`src/rtl/sbs_pkg.sv`:
```
`timescale 1ns/1ps
package sbs_pkg;
    localparam int IR_W   = 8;
    localparam int GRP_W  = 2;
    localparam int TAG_W  = 2;
    localparam int SLOT_W = IR_W - TAG_W;

    localparam logic [TAG_W-1:0] CAP_TAG    = 2'b01;
    localparam logic [IR_W-1:0]  MC_BASE    = 8'h3C;
    localparam logic [IR_W-1:0]  INS_GOWAIT = 8'hC1;
    localparam logic [IR_W-1:0]  INS_GRPSEL = 8'hC2;
    localparam logic [IR_W-1:0]  INS_BYPASS = 8'hFF;

    typedef enum logic [3:0] {
        TAP_RESET, TAP_IDLE,
        TAP_SELDR, TAP_CAPDR, TAP_SHDR, TAP_EX1DR, TAP_PAUDR, TAP_EX2DR, TAP_UPDDR,
        TAP_SELIR, TAP_CAPIR, TAP_SHIR, TAP_EX1IR, TAP_PAUIR, TAP_EX2IR, TAP_UPDIR
    } tap_st_t;

    typedef enum logic [1:0] {
        SS_WAIT, SS_SEL, SS_MCAST, SS_IDLE
    } sel_st_t;
endpackage

```
`src/rtl/sbs_tap_fsm.sv`:
```
`timescale 1ns/1ps
module sbs_tap_fsm
    import sbs_pkg::*;
(
    input  logic    tck,
    input  logic    trst_n,
    input  logic    tms,
    output tap_st_t state
);
    tap_st_t nxt;

    always_ff @(posedge tck or negedge trst_n) begin
        if (!trst_n) state <= TAP_RESET;
        else         state <= nxt;
    end

    always_comb begin
        unique case (state)
            TAP_RESET: nxt = tms ? TAP_RESET : TAP_IDLE;
            TAP_IDLE:  nxt = tms ? TAP_SELDR : TAP_IDLE;
            TAP_SELDR: nxt = tms ? TAP_SELIR : TAP_CAPDR;
            TAP_CAPDR: nxt = tms ? TAP_EX1DR : TAP_SHDR;
            TAP_SHDR:  nxt = tms ? TAP_EX1DR : TAP_SHDR;
            TAP_EX1DR: nxt = tms ? TAP_UPDDR : TAP_PAUDR;
            TAP_PAUDR: nxt = tms ? TAP_EX2DR : TAP_PAUDR;
            TAP_EX2DR: nxt = tms ? TAP_UPDDR : TAP_SHDR;
            TAP_UPDDR: nxt = tms ? TAP_SELDR : TAP_IDLE;
            TAP_SELIR: nxt = tms ? TAP_RESET : TAP_CAPIR;
            TAP_CAPIR: nxt = tms ? TAP_EX1IR : TAP_SHIR;
            TAP_SHIR:  nxt = tms ? TAP_EX1IR : TAP_SHIR;
            TAP_EX1IR: nxt = tms ? TAP_UPDIR : TAP_PAUIR;
            TAP_PAUIR: nxt = tms ? TAP_EX2IR : TAP_PAUIR;
            TAP_EX2IR: nxt = tms ? TAP_UPDIR : TAP_SHIR;
            TAP_UPDIR: nxt = tms ? TAP_SELDR : TAP_IDLE;
        endcase
    end
endmodule

```
`src/rtl/sbs_shifter.sv`:
```
`timescale 1ns/1ps
module sbs_shifter
    import sbs_pkg::*;
(
    input  logic              tck,
    input  logic              trst_n,
    input  tap_st_t           tap,
    input  logic              tdi,
    input  logic [SLOT_W-1:0] slot_id,
    input  logic [GRP_W-1:0]  grp,
    input  logic              dr_grp,
    output logic [IR_W-1:0]   ir_sr,
    output logic [GRP_W-1:0]  gsr,
    output logic              tdo
);
    logic byp_q;

    always_ff @(posedge tck or negedge trst_n) begin
        if (!trst_n) begin
            ir_sr <= INS_BYPASS;
            gsr   <= '0;
            byp_q <= 1'b0;
        end else begin
            case (tap)
                TAP_CAPIR: ir_sr <= {slot_id, CAP_TAG};
                TAP_SHIR:  ir_sr <= {tdi, ir_sr[IR_W-1:1]};
                TAP_CAPDR: begin
                    gsr   <= grp;
                    byp_q <= 1'b0;
                end
                TAP_SHDR: begin
                    gsr   <= {tdi, gsr[GRP_W-1:1]};
                    byp_q <= tdi;
                end
                default: ;
            endcase
        end
    end

    always_comb begin
        if (tap == TAP_SHIR)      tdo = ir_sr[0];
        else if (tap == TAP_SHDR) tdo = dr_grp ? gsr[0] : byp_q;
        else                      tdo = 1'b1;
    end
endmodule

```
`src/rtl/sbs_sel_ctrl.sv`:
```
`timescale 1ns/1ps
module sbs_sel_ctrl
    import sbs_pkg::*;
(
    input  logic              tck,
    input  logic              trst_n,
    input  tap_st_t           tap,
    input  logic [IR_W-1:0]   ir_sr,
    input  logic [SLOT_W-1:0] slot_id,
    input  logic [GRP_W-1:0]  gsr,
    output sel_st_t           sel,
    output logic [IR_W-1:0]   instr,
    output logic [GRP_W-1:0]  grp
);
    sel_st_t              sel_nxt;
    logic [IR_W-1:0]      instr_nxt;
    logic [GRP_W-1:0]     grp_nxt;
    logic                 is_mc, slot_hit, gowait, honoured;

    assign is_mc    = ir_sr[IR_W-1:GRP_W] == MC_BASE[IR_W-1:GRP_W];
    assign slot_hit = ir_sr == {{TAG_W{1'b0}}, slot_id};
    assign gowait   = ir_sr == INS_GOWAIT;
    assign honoured = (sel == SS_SEL) || (sel == SS_MCAST);

    always_ff @(posedge tck or negedge trst_n) begin
        if (!trst_n) begin
            sel   <= SS_WAIT;
            instr <= INS_BYPASS;
            grp   <= '0;
        end else begin
            sel   <= sel_nxt;
            instr <= instr_nxt;
            grp   <= grp_nxt;
        end
    end

    always_comb begin
        sel_nxt   = sel;
        instr_nxt = instr;
        grp_nxt   = grp;
        if (tap == TAP_RESET) begin
            sel_nxt   = SS_WAIT;
            instr_nxt = INS_BYPASS;
            grp_nxt   = '0;
        end else if (tap == TAP_UPDIR) begin
            unique case (sel)
                SS_WAIT: begin
                    if (is_mc)         sel_nxt = (ir_sr[GRP_W-1:0] == grp) ? SS_MCAST : SS_IDLE;
                    else if (slot_hit) sel_nxt = SS_SEL;
                    else               sel_nxt = SS_IDLE;
                end
                SS_SEL, SS_MCAST: begin
                    if (gowait) begin
                        sel_nxt   = SS_WAIT;
                        instr_nxt = INS_BYPASS;
                    end else begin
                        instr_nxt = ir_sr;
                    end
                end
                SS_IDLE: begin
                    if (gowait) sel_nxt = SS_WAIT;
                end
            endcase
        end else if (tap == TAP_UPDDR && honoured && instr == INS_GRPSEL) begin
            grp_nxt = gsr;
        end
    end
endmodule

```
`src/rtl/scan_bridge_sel.sv`:
```
`timescale 1ns/1ps
module scan_bridge_sel
    import sbs_pkg::*;
(
    input  logic              tck,
    input  logic              trst_n,
    input  logic              tms,
    input  logic              tdi,
    input  logic [SLOT_W-1:0] slot_id,
    output logic              tdo,
    output logic              tdo_en,
    output logic              selected,
    output logic              mcast
);
    tap_st_t          tap_q;
    sel_st_t          sel_q;
    logic [IR_W-1:0]  ir_q;
    logic [IR_W-1:0]  instr_q;
    logic [GRP_W-1:0] grp_q;
    logic [GRP_W-1:0] gsr_q;
    logic             dr_grp;

    assign dr_grp = instr_q == INS_GRPSEL;

    sbs_tap_fsm u_tap (
        .tck(tck), .trst_n(trst_n), .tms(tms), .state(tap_q)
    );

    sbs_shifter u_shift (
        .tck(tck), .trst_n(trst_n), .tap(tap_q), .tdi(tdi), .slot_id(slot_id),
        .grp(grp_q), .dr_grp(dr_grp), .ir_sr(ir_q), .gsr(gsr_q), .tdo(tdo)
    );

    sbs_sel_ctrl u_sel (
        .tck(tck), .trst_n(trst_n), .tap(tap_q), .ir_sr(ir_q), .slot_id(slot_id),
        .gsr(gsr_q), .sel(sel_q), .instr(instr_q), .grp(grp_q)
    );

    always_comb begin
        selected = sel_q == SS_SEL;
        mcast    = sel_q == SS_MCAST;
        tdo_en   = (sel_q == SS_SEL) && (tap_q == TAP_SHIR || tap_q == TAP_SHDR);
    end
endmodule

```
`config.mk`:
```
export PLATFORM = sky130hd
export DESIGN_NAME = scan_bridge_sel
export DESIGN_NICKNAME = d
export VERILOG_FILES = /design/src/rtl/sbs_pkg.sv /design/src/rtl/sbs_tap_fsm.sv /design/src/rtl/sbs_shifter.sv /design/src/rtl/sbs_sel_ctrl.sv /design/src/rtl/scan_bridge_sel.sv
export SDC_FILE = /design/constraint.sdc
export NUM_CORES = 1
export LEC_CHECK = 0
export ABC_AREA = 1
export BUFFER_PORTS_ARGS = -buffer_cell sky130_fd_sc_hd__buf_2
export CAP_MARGIN = 20
export CORE_MARGIN = 2
export CORE_UTILIZATION = 60
export CTS_BUF_LIST = sky130_fd_sc_hd__clkbuf_16
export CTS_CLUSTER_DIAMETER = 50
export CTS_CLUSTER_SIZE = 8
export DETAILED_ROUTE_END_ITERATION = 8
export PLACE_DENSITY = 0.8
export SKIP_LAST_GASP = 1
export SLEW_MARGIN = 20
export SYNTH_ARGS = -nofsm -noshare
export SYNTH_HDL_FRONTEND = slang
export SYNTH_SLANG_ARGS = --single-unit
```
`constraint.sdc`:
```
create_clock -name tck -period 1.9 [get_ports tck]
set_input_delay 0.095 -clock tck [delete_from_list [all_inputs] [get_ports tck]]
set_output_delay 0.095 -clock tck [all_outputs]
set_load 0.01 [all_outputs]
```
==> results.ini, run 1 <==
[setup_path]
reg2reg_slack_ns=0.35
cp.depth=8
path_buf_inv=2
critPathCaptureType=output pin
r2r-end=u_tap.state[0]
startpoint_type=flip-flop
cp_top_family=simple AND/OR/NAND/NOR gates
path_max_fanout=3
crit_chain=nand2_1 > nor3_1 > nand2_1 > nand2_1 > nand3_1 > nand2_1 > inv_1 > buf_2
crit_top_cell=nand2_1
crit_arrival_ns=1.63
cp-endpoint=tdo
critPathLaunch=u_sel.instr[7]
timing.rr.start=u_tap.state[0]
slowest_delay_ns=0.53
rr_worst_depth=7
required_ns=1.80
critPathKind=flip-flop to output pin
cp_slowest_cell=dfstp_2

[sta]
fin_ws_ns=0.170
period_minus_slack_ns=1.73
tightest_slew_ns=0.590
slew-limit-headroom_pct=60.7
rsz0062_at_grt=no
tns_ns=0
post-route-period-util_pct=91.1
clock.fmax_mhz=578
skew_ns=0.00249
drv_slew=0
finalSetupViolations=0
hold_violations=0

[routing]
drtIter0Drc=77
drtPass1Iterations=4
ant_nets=0
totalWireLength_um=3520
vias_per_cell=5.36
drc_errors=0
dr_total_vias=1505
avgRoutedWirePerCell_um=12.5

[synth]
synth_seq_cells=27
syn-cell-area_mm2=0.00166
ys_types=26
yosys_warnings=0
syn_area_per_cell_um2=7.09
yosysSeqAreaShare_pct=41.9
synth_cells=234
syn_nets=247

[finish]
antenna_cells=0
most-common-layout-cells=nand2_1, inv_1, nor2_1
final_common_cell=nand2_1
drive_above_1_share_pct=17.6
area_delta_synth_final_pct=11.1
nFillCells=230
stdcell_count=281
fin_nets=264
final_util_pct=68.6

[die]
dieArea_mm2=0.00320
die_h_um=56.6
die_w_um=56.6
fp-row-count=19
ios=14
fp.coreArea_mm2=0.00269
start_util_pct=61.8

[placed_design]
post-dp-hpwl_um=2720
io_buffers=13
gp_congestion=0.998
dp_slack_ns=0.439
place_inst=276

[clock_tree]
cts_tree=done
root_buffer=clkbuf_16
cts_inserted_buffers=3
cts_max_path_buffers=2
post_cts.repair.setup_buffers=0
clock_sinks=27
path_clk_slew_ns=0.06
clk_latency_ns=0.26
htree_levels=1

[global_route]
overflow=0
grt.total_usage_pct=24.5
grt_pass1_vias=1381
antenna_found_initial=0
grt_max_degree=28
grt_pass1_wl_um=6020

[power]
p_leak_nw=0.965
vdd_ir_drop_max_mv=0.798
p_per_area_mw_per_mm2=1340

[job]
cap_violations=0

[status]
status=finished clean

[hold_path]
hp-class=primary input to flip-flop
hp-start=slot_id[1]

-- layer usage --
metal  global-route usage, %  part of all wire, %  up-vias
met3                    2.76                  4.3        6
li1                        -                    -      773
met4                    10.9                  2.0        0
met2                    36.7                   44       38
met1                    35.6                   50      688
met5                       0                    0        -
-- power breakdown --
part | internal [mW] | switching [mW] | total, mW
clock | 0.281 | 0.183 | 0.464
combinational | 0.320 | 0.655 | 0.975
sequential | 0.821 | 0.209 | 1.03
-- metrics by stage --
| stage | instance area [um^2] | total power [mW] | hold WS (ns) |
|---|---|---|---|
| after floorplan | 1660 | 1.74 | -0.201 |
| after global placement | 1750 | 1.98 | 0.129 |
| after detailed placement | 1750 | 1.98 | 0.131 |
| after CTS | 1840 | 2.47 | 0.109 |
| after global routing | 1840 | 2.68 | 0.134 |
| final | 1840 | 2.47 | 0.115 |
-- registers in the layout (all words and copies together), names as in the netlist --
signal and count:
u_sel.instr 8, u_sel.grp 2, u_shift.gsr 2, u_shift.byp_q 1
u_shift.ir_sr 8, u_tap.state 4, u_sel.sel 2
-- repair_timing --
item / CTS / global route
resized for setup: 0 / 0
hold buffers: 1 / 0
endpoints found under the hold margin: 11 / 0
-- tightest hold or removal path, delay by kind of cell --
family                 cells  cell delay [ns]
buffers and inverters      1             0.10
AOI/OAI and AO/OA          2             0.14
-- synthesized netlist by cell type --
cell	n	share of area, %
dfrtp_1	11	17
nand2_1	73	17
nand2_2	1	0.38
clkbuf_1	1	0.23
xnor2_1	2	1.1
o22ai_1	3	1.1
o31ai_1	1	0.45
a21oi_1	6	1.8
buf_2	1	0.30
a31oi_1	1	0.38
nor2_2	4	1.5
inv_1	34	7.7
nand2_4	1	0.68
ha_1	3	2.3
a22oi_1	1	0.45
nor3_1	7	2.1
o21ai_0	12	3.6
a21boi_0	1	0.45
nand4_1	1	0.38
nor2_4	2	1.4
nor2_1	28	6.3
inv_2	3	0.68
nand3_1	13	3.9
dfstp_2	16	25
nor2_8	1	1.2
o211ai_1	7	3.2
-- worst min-delay path by stage --
stage,cells after the start,to,slack (ns)
finish,3,u_shift.ir_sr[3],0.12
global route,3,u_shift.byp_q,0.13
CTS,3,u_shift.byp_q,0.11
detailed placement,1,u_sel.sel[0],0.13
global placement,1,u_sel.sel[1],0.13
floorplan,0,u_sel.grp[0],-0.20
-- area by class of cell --
type / count / area [um^2] / area share [%]
clock inverter: 1 / 3.75 / 0.204
multi-input combinational: 168 / 816 / 44.3
sequential: 27 / 696 / 37.7
tap: 31 / 38.8 / 2.10
timing repair buffer: 14 / 75.1 / 4.07
inverter: 37 / 139 / 7.54
clock buffer: 3 / 75.1 / 4.07
-- kinds of logic (layout without fill, tap and decap cells) --
group,count (synthesis),after routing,synth area share [%]
simple gates,131,131,34.4
buf+inv,39,55,8.90
compound gates,32,32,11.5
flops,27,27,41.9
fa+ha+maj,3,3,2.26
xor+xnor,2,2,1.06
Power figures use the tool's default switching activity.
==> inputs of run 2 (changes only) <==
Settings changed: CORE_UTILIZATION 60 to 53, PLACE_DENSITY 0.8 to 0.75.
Clock period 1.9 ns to 1.5 ns, I/O delays scaled along.
==> run 2 against run 1 <==
The flow now finishes with violations (setup timing). First-iteration DRC count down 7.8%. Worst setup slack worse by 0.20 ns. Register-to-register slack worse by 0.26 ns. Critical path depth down 2. Utilization down 4.5 points. Routed wire length up 3.3%. Worst hold slack worse by 0.037 ns. Flip-flop and latch count unchanged. Critical path type unchanged. Critical endpoint is now tdo_en.
==> results.ini, run 2 (same netlist as run 1, synthesis figures left out) <==
[power]
p_leak_nw=1.01  ; +4.1%
p_int_mw=1.89  ; +33%
seqPwrFrac_pct=38.7  ; -3.0 points
p_sw_mw=1.41  ; +35%
p_clk_share_pct=19.0  ; +0.2 points
vdd_ir_drop_max_mv=0.840  ; +5.3%
swShare_pct=42.8  ; +0.34 points
pwr-share-comb_pct=42.3  ; +2.8 points
p_per_area_mw_per_mm2=1710  ; +28%

[die]
fp-row-count=20  ; +1
ios=14  ; unchanged
dieArea_mm2=0.00359  ; +12%
start_util_pct=55.2  ; -6.5 points
die_h_um=60.0  ; +5.9%
fp.coreArea_mm2=0.00300  ; +12%
die_w_um=60.0  ; +5.9%

[hold_path]
hp-class=primary input to flip-flop

[sta]
clock.fmax_mhz=653
tightest_slew_ns=0.614  ; +0.0240 ns
post-route-period-util_pct=102
finalSetupViolations=1  ; +1
skew_ns=0.00279  ; +0.000300 ns
slew-limit-headroom_pct=59.1  ; -1.6 points
period_minus_slack_ns=1.53
tns_ns=-0.0304  ; -0.0304 ns
hold_violations=0  ; unchanged
drv_slew=0  ; unchanged
rsz0062_at_grt=yes
fin_ws_ns=-0.0304  ; -0.200 ns

[global_route]
grt.total_usage_pct=23.2  ; -1.3 points
antenna_found_initial=0  ; unchanged
grt_max_degree=28  ; unchanged
overflow=0  ; unchanged
grt_pass1_vias=1429  ; +3.5%
grt_pass1_wl_um=6290  ; +4.3%

[placed_design]
post-dp-hpwl_um=2750  ; +1.3%
gp_congestion=0.926  ; -7.3%
io_buffers=13  ; unchanged
dp_slack_ns=0.124  ; -0.315 ns

[routing]
vias_per_cell=5.29  ; -1.3%
ant_nets=0  ; unchanged
drtPass1Iterations=5  ; +1
totalWireLength_um=3640  ; +3.3%
drc_errors=0  ; unchanged
avgRoutedWirePerCell_um=12.6  ; +0.81%
dr_total_vias=1523  ; +1.2%
drtIter0Drc=71  ; -7.8%

[clock_tree]
path_clk_slew_ns=0.07  ; about the same
clk_latency_ns=0.26  ; about the same
cts_inserted_buffers=3  ; unchanged
cts_tree=done
root_buffer=clkbuf_16
clock_sinks=27  ; unchanged
htree_levels=1  ; unchanged
cts_max_path_buffers=2  ; unchanged

[finish]
reg_top3=u_sel.instr (8), u_shift.ir_sr (8), u_tap.state (4)
final_util_pct=64.1  ; -4.5 points
final_common_cell=nand2_1
drive_above_1_share_pct=21.2  ; +3.6 points
antenna_cells=0  ; unchanged
fin_nets=269  ; +1.9%
area_delta_synth_final_pct=16.1
most-common-layout-cells=nand2_1, inv_1, nor2_1

[setup_path]
critPathCaptureType=output pin
startpoint_type=flip-flop
required_ns=1.42  ; -0.38 ns
critPathKind=flip-flop to output pin
crit_arrival_ns=1.46  ; -0.17 ns
path_max_fanout=4  ; +1

[job]
cap_violations=0  ; unchanged

[status]
violations=setup timing
status=finished, violations left

run 2: routing by layer:
| layer | global-route usage (%) | routed length (um) | vias up |
|---|---|---|---|
| met3 | 2.60 | 194 | 8 |
| li1 | - | - | 781 |
| met5 | 0 | 0 | - |
| met1 | 34.2 | 1780 | 692 |
| met4 | 7.62 | 42 | 0 |
| met2 | 35.2 | 1610 | 42 |
run 2: cell type report:
cell class                      count  area (um^2)
Tap cell                           33         41.3
Clock inverter                      1         6.26
Timing Repair Buffer               19          119
Inverter                           37          139
Multi-Input combinational cell    168          850
Fill cell                         267         1080
Sequential cell                    27          696
Clock buffer                        3         75.1
run 2: power groups by stage:
stage          Sequential, mW  Clock, mW  Combinational (mW)
6_report                 1.28      0.626                1.39
5_1_grt                  1.32      0.666                1.60
4_1_cts                  1.26      0.630                1.35
3_5_place_dp             1.28          0                1.29
3_3_place_gp             1.27          0                1.28
2_1_floorplan            1.21          0               0.999
run 2: worst paths after layout:
kind / cells after the start / slack, ns / endpoint / start
min in group asynchronous: 2 / 0.36 / u_sel.sel[0] / trst_n
setup / recovery: 6 / -0.03 / tdo_en / u_tap.state[0]
hold reg to reg: 2 / 0.47 / u_sel.instr[2] / u_sel.instr[2]
max in group asynchronous: 2 / 0.74 / u_tap.state[0] / trst_n
hold / removal: 3 / 0.08 / u_shift.ir_sr[3] / slot_id[1]
setup reg to reg: 8 / 0.09 / u_tap.state[0] / u_tap.state[0]
run 2: repair_timing:
action | CTS | global route
setup buffers | 2 | 1
pin swaps | 2 | 1
setup endpoints to repair | 2 | 3
gates cloned | 0 | 0
hold buffers | 1 | 0
gates resized for setup | 3 | 6
endpoints found under the hold margin | 11 | 0
run 2: metrics by stage:
step | hold slack (ns) | power [mW] | cell area, um^2 | std cells
finish | 0.0782 | 3.30 | 1930 | 288
global route | 0.101 | 3.58 | 1930 | 288
CTS | 0.0819 | 3.25 | 1890 | 287
detailed placement | 0.116 | 2.57 | 1770 | 280
global placement | 0.115 | 2.55 | 1770 | 280
floorplan | -0.221 | 2.21 | 1660 | 234
run 2: worst max-delay path: stages (launching register included):
cell and delay (ns):
dfrtp_1 0.43, nor2_2 0.17, inv_2 0.08, nor2_4 0.13, inv_1 0.08, a21boi_0 0.15, buf_2 0.15
